`src/rtl/mem_seq_pkg.sv`:
```
package mem_seq_pkg;
  typedef enum logic [2:0] {
    SEQ_IDLE   = 3'd0,
    SEQ_LD_RD  = 3'd1,
    SEQ_LD_CAP = 3'd2,
    SEQ_ST_MAR = 3'd3,
    SEQ_ST_WR  = 3'd4,
    SEQ_DONE   = 3'd5
  } seq_state_e;

  typedef enum logic {
    MDR_FROM_REQ = 1'b0,
    MDR_FROM_MEM = 1'b1
  } mdr_src_e;
endpackage

```
`src/rtl/mem_stage_reg.sv`:
```
module mem_stage_reg #(
  parameter int unsigned W = 16
) (
  input  logic         clk_i,
  input  logic         rst_ni,
  input  logic         ld_i,
  input  logic [W-1:0] d_i,
  output logic [W-1:0] q_o
);
  always_ff @(posedge clk_i or negedge rst_ni) begin
    if (!rst_ni)   q_o <= '0;
    else if (ld_i) q_o <= d_i;
  end
endmodule

```
`src/rtl/mem_seq_fsm.sv`:
```
module mem_seq_fsm
  import mem_seq_pkg::*;
(
  input  logic     clk_i,
  input  logic     rst_ni,
  input  logic     req_load_i,
  input  logic     req_store_i,
  output logic     mar_ld_o,
  output logic     mdr_ld_o,
  output mdr_src_e mdr_src_o,
  output logic     mem_rd_o,
  output logic     mem_wr_o,
  output logic     busy_o,
  output logic     done_o
);
  seq_state_e state_q, state_d;

  always_comb begin
    state_d   = state_q;
    mar_ld_o  = 1'b0;
    mdr_ld_o  = 1'b0;
    mdr_src_o = MDR_FROM_REQ;
    mem_rd_o  = 1'b0;
    mem_wr_o  = 1'b0;
    done_o    = 1'b0;
    unique case (state_q)
      SEQ_IDLE: begin
        if (req_load_i) begin           // load wins a tie
          mar_ld_o = 1'b1;
          state_d  = SEQ_LD_RD;
        end else if (req_store_i) begin
          mdr_ld_o = 1'b1;
          state_d  = SEQ_ST_MAR;
        end
      end
      SEQ_LD_RD: begin
        mem_rd_o = 1'b1;
        state_d  = SEQ_LD_CAP;
      end
      SEQ_LD_CAP: begin
        mdr_ld_o  = 1'b1;
        mdr_src_o = MDR_FROM_MEM;
        state_d   = SEQ_DONE;
      end
      SEQ_ST_MAR: begin
        mar_ld_o = 1'b1;
        state_d  = SEQ_ST_WR;
      end
      SEQ_ST_WR: begin
        mem_wr_o = 1'b1;
        state_d  = SEQ_DONE;
      end
      SEQ_DONE: begin
        done_o  = 1'b1;
        state_d = SEQ_IDLE;
      end
      default: state_d = SEQ_IDLE;
    endcase
  end

  always_ff @(posedge clk_i or negedge rst_ni) begin
    if (!rst_ni) state_q <= SEQ_IDLE;
    else         state_q <= state_d;
  end

  assign busy_o = (state_q != SEQ_IDLE);

  assert_strobe_excl_R7: assert property (@(posedge clk_i) disable iff (!rst_ni)
    !(mem_rd_o && mem_wr_o));
  assert_done_pulse_R5: assert property (@(posedge clk_i) disable iff (!rst_ni)
    done_o |=> !done_o);
  assert_wr_then_done_R5: assert property (@(posedge clk_i) disable iff (!rst_ni)
    mem_wr_o |=> done_o);
  assert_rd_then_capture_R3: assert property (@(posedge clk_i) disable iff (!rst_ni)
    mem_rd_o |=> (mdr_ld_o && mdr_src_o == MDR_FROM_MEM));
  assert_capture_then_done_R5: assert property (@(posedge clk_i) disable iff (!rst_ni)
    (mdr_ld_o && mdr_src_o == MDR_FROM_MEM) |=> done_o);
  assert_busy_start_R6: assert property (@(posedge clk_i) disable iff (!rst_ni)
    $rose(busy_o) |-> $past(req_load_i || req_store_i));
endmodule

```
`src/rtl/mem_stage_ctrl.sv`:
```
module mem_stage_ctrl
  import mem_seq_pkg::*;
#(
  parameter int unsigned ADDR_W = 16,
  parameter int unsigned DATA_W = 16
) (
  input  logic              clk_i,
  input  logic              rst_ni,
  input  logic              req_load_i,
  input  logic              req_store_i,
  input  logic [ADDR_W-1:0] addr_i,
  input  logic [DATA_W-1:0] wdata_i,
  output logic [DATA_W-1:0] rdata_o,
  output logic              busy_o,
  output logic              done_o,
  output logic [ADDR_W-1:0] mem_addr_o,
  output logic [DATA_W-1:0] mem_wdata_o,
  output logic              mem_rd_o,
  output logic              mem_wr_o,
  input  logic [DATA_W-1:0] mem_rdata_i
);
  logic              mar_ld, mdr_ld;
  mdr_src_e          mdr_src;
  logic [ADDR_W-1:0] mar_q;
  logic [DATA_W-1:0] mdr_q, mdr_d;

  mem_seq_fsm u_fsm (
    .clk_i      (clk_i),
    .rst_ni     (rst_ni),
    .req_load_i (req_load_i),
    .req_store_i(req_store_i),
    .mar_ld_o   (mar_ld),
    .mdr_ld_o   (mdr_ld),
    .mdr_src_o  (mdr_src),
    .mem_rd_o   (mem_rd_o),
    .mem_wr_o   (mem_wr_o),
    .busy_o     (busy_o),
    .done_o     (done_o)
  );

  assign mdr_d = (mdr_src == MDR_FROM_MEM) ? mem_rdata_i : wdata_i;

  mem_stage_reg #(.W(ADDR_W)) u_mar (
    .clk_i(clk_i), .rst_ni(rst_ni), .ld_i(mar_ld), .d_i(addr_i), .q_o(mar_q)
  );

  mem_stage_reg #(.W(DATA_W)) u_mdr (
    .clk_i(clk_i), .rst_ni(rst_ni), .ld_i(mdr_ld), .d_i(mdr_d), .q_o(mdr_q)
  );

  // memory sees only the staging registers
  assign mem_addr_o  = mar_q;
  assign mem_wdata_o = mdr_q;
  assign rdata_o     = mdr_q;

  assert_idle_hold_R9: assert property (@(posedge clk_i) disable iff (!rst_ni)
    (!busy_o && !req_load_i && !req_store_i) |=> ($stable(mem_addr_o) && $stable(mem_wdata_o)));
  assert_busy_ignore_R6: assert property (@(posedge clk_i) disable iff (!rst_ni)
    (done_o) |=> ($stable(mem_addr_o) && $stable(rdata_o)));
  assert_wr_addr_stable_R4: assert property (@(posedge clk_i) disable iff (!rst_ni)
    mem_wr_o |=> ($stable(mem_addr_o) && $stable(mem_wdata_o)));
endmodule

```
`config.mk`:
```
export PLATFORM = sky130hd
export DESIGN_NAME = mem_stage_ctrl
export DESIGN_NICKNAME = d
export VERILOG_FILES = /design/src/rtl/mem_seq_pkg.sv /design/src/rtl/mem_stage_reg.sv /design/src/rtl/mem_seq_fsm.sv /design/src/rtl/mem_stage_ctrl.sv
export SDC_FILE = /design/constraint.sdc
export NUM_CORES = 1
export LEC_CHECK = 0
export ABC_AREA = 1
export BUFFER_PORTS_ARGS = -buffer_cell sky130_fd_sc_hd__buf_2
export CAP_MARGIN = 10
export CELL_PAD_IN_SITES_DETAIL_PLACEMENT = 1
export CELL_PAD_IN_SITES_GLOBAL_PLACEMENT = 2
export CORE_MARGIN = 5
export CORE_UTILIZATION = 26
export CTS_BUF_LIST = sky130_fd_sc_hd__clkbuf_8
export CTS_CLUSTER_SIZE = 30
export DETAILED_ROUTE_END_ITERATION = 8
export HOLD_SLACK_MARGIN = 0.08
export PLACE_DENSITY_LB_ADDON = 0.1
export SLEW_MARGIN = 20
export SYNTH_ARGS = -nofsm -noshare
export SYNTH_HDL_FRONTEND = slang
export SYNTH_SLANG_ARGS = --single-unit
export TNS_END_PERCENT = 5
```
`constraint.sdc`:
```
create_clock -name clk_i -period 2.5 [get_ports clk_i]
set_input_delay 0.125 -clock clk_i [delete_from_list [all_inputs] [get_ports clk_i]]
set_output_delay 0.125 -clock clk_i [all_outputs]
set_load 0.01 [all_outputs]
```
==> results.cfg <==
[setup_path]
r2r_cells = 5
rrSetupSlack_ns = 0.59
worstPathRequired_ns = 2.73
criticalPathCategory = register to register
start_kind = register
endpoint_kind = register
rr_endpoint = u_mdr.q_o[6]
r2r-start = u_fsm.state_q[1]
path_max_fanout = 34
crit_arrival_ns = 2.14

[clock_tree]
h-tree-depth = 2
postCtsSetupBuffers = 0
tritoncts = built
numCtsBuffers = 5
cts_root_buf = clkbuf_8
clock-sinks = 35
clk_pin_slew_ns = 0.08
clockBufferDepth = 2
clock_latency_ns = 0.29

[global_route]
grt_pass1_wl_um = 9356
grt_start_max_net_pins = 36
antenna_found_initial = 0
grt_usage_pct = 13.27
gr-total-overflow = 0
grt_pass1_vias = 1978

[placement]
dp_hpwl_um = 4148
dp_slack_ns = 0.5709
place.gp.congestion = 0.7128
io_buffers = 103

[drt]
wl_per_cell_um = 13.39
vias_per_cell = 4.263
dr.pass1.iters = 4
postRouteAntennaNets = 0
drt-initial-drc-count = 23
vias = 1850
wirelength_um = 5812
remaining_drc_errors = 0

[logic_synthesis]
ys_top_cells_by_area = dfrtp_1 (47%), nand2_1 (20%), nand3_1 (8.8%), buf_4 (7.2%), nand4_1 (5.3%)
ys_types = 18
synth_most_common_cell = nand2_1
synth_cells = 235
postSynthRegisterBits = 35
synth_edf_count = 0
avgSynthCellArea_um2 = 7.965
syn_area_mm2 = 0.001872
ys_top_cells_by_count = nand2_1 (101), dfrtp_1 (35), nand3_1 (33)
ys.flop_type = dfrtp_1
async_flop_share_pct = 100.0
ys_warn_count = 0
synth_area_leader_cell = dfrtp_1
yosys.area.top_type_share_pct = 46.79
syn-num-nets = 287
seq_area_frac_synth_pct = 46.79

[final_layout]
final_nets = 386
num_antenna_cells = 0
drive_gt1_share_pct = 36.12
synthToLayoutAreaGrowth_pct = 37.23

[floorplanning]
dieArea_mm2 = 0.008997
die_w_um = 94.85
num_rows = 31
coreArea_mm2 = 0.007137
initial_core_util_pct = 26.23
top_level_ports = 104
die_h_um = 94.85

[min_path]
worst_hold_path.endpoint = u_mdr.q_o[1]
whs_path_depth = 5
hp-class = input pin to register
min_from = wdata_i[1]

[sta]
fin_ws_ns = 0.5912
setup_viol = 0
tightest_slew_ns = 0.8133
finalMaxSlewViolations = 0
fin_crit_sh_pct = 76.35
fin_tns_setup_ns = 0
relSlewSlack_pct = 45.78
finalHoldViolCount = 0
fin_skew_ns = 0.004682
max_freq_ghz = 0.5239
finalCriticalPeriod_ns = 1.909
rsz0062_at_grt = false

[power_and_ir_drop]
power_leakage_nw = 1.475
ir_drop_v = 0.0003691
p_per_area_mw_per_mm2 = 1187

[run_status]
status = finished, final reports clean

[run]
max_cap_violations = 0
-- repair_timing --
item / 4_1_cts / 5_1_grt
hold buffers: 17 / 0
endpoints found under the hold margin: 51 / 0
gates resized for setup: 0 / 0
-- power breakdown --
| part | internal (W) | total (W) | leakage [nW] | switching (W) |
|---|---|---|---|---|
| clock | 0.000194 | 0.000418 | 0.0402 | 0.000224 |
| sequential | 0.000846 | 0.00105 | 0.433 | 0.000207 |
| combinational | 0.000602 | 0.00158 | 1.00 | 0.000975 |
| total | 0.00164 | 0.00305 | 1.47 | 0.00141 |
-- logic make-up (layout without fill, tap and decap cells) --
family,after synthesis,after routing,share of synthesized area [%]
simple gates,161,161,39.77
buf+inv,37,137,12.77
flops,35,35,46.79
compound gates,2,2,0.6683
-- flip-flops by register name (all words and copies together), names as in the netlist --
register,count
u_mar.q_o,16
u_mdr.q_o,16
u_fsm.state_q,3
-- worst max path at each step --
stage | start | endpoint | slack [ns] | depth (start not counted)
finish | u_fsm.state_q[1] | u_mdr.q_o[6] | 0.59 | 5
global route | u_fsm.state_q[1] | u_mdr.q_o[6] | 0.35 | 5
detailed placement | u_fsm.state_q[1] | u_mdr.q_o[6] | 0.57 | 5
global placement | u_fsm.state_q[1] | u_mdr.q_o[1] | 0.61 | 5
floorplan | u_fsm.state_q[1] | done_o | 1.31 | 3
CTS | u_fsm.state_q[1] | u_mdr.q_o[6] | 0.55 | 5
-- metal layers --
metal,global-route usage (%),up-vias,wire (um),part of all wire (%)
li1,-,941,-,-
met1,16.14,839,2426,42
met2,23.08,64,2915,50
met3,3.745,6,420,7.2
met4,3.245,0,48,0.83
met5,0,-,0,0
-- final cells by class --
class,count,area (um^2)
clock inverters,3,20.02
flip-flops and latches,35,875.8
well taps,99,123.9
fillers,931,4568
multi-input cells,163,757.0
clock buffers,5,68.82
repair buffers,121,693.2
inverters,8,30.03
-- layout by cell type (no fill, tap or decap) --
cell type	synthesis	final
o21ai_0	1	1
nand3_1	33	33
nand3_4	2	2
nand3_2	2	2
clkbuf_8	0	5
clkinvlp_4	0	2
inv_2	2	2
nand2_2	1	1
nor2_1	3	3
buf_2	8	103
nand4_1	16	16
clkinv_2	0	1
nor3_1	1	1
nand2_1	101	101
inv_1	6	6
dfrtp_1	35	35
o21bai_1	1	1
buf_4	18	1
nor2_4	1	1
dlygate4sd3_1	0	17
nand2_4	1	1
-- metrics by stage --
step                      instance area [um^2]  hold slack [ns]  total power (W)  cells  util [%]
final                                     2569           0.1147         0.003049    434     35.99
after global routing                      2569           0.1224         0.003365    434     35.99
after CTS                                 2569           0.1093         0.003124    434     35.99
after detailed placement                  2310           0.2724         0.002675    409     32.36
after global placement                    2310           0.2862         0.002650    409     32.36
after floorplan                           1872          -0.1706         0.002252    235         -
-- critical path: stages (launching register included) --
cell and delay, ns:
dfrtp_1 0.65, buf_4 0.27, nand3_4 0.33, nand2_2 0.42, nand2_1 0.11, nand2_1 0.06
(Power assumes the default switching activity.)
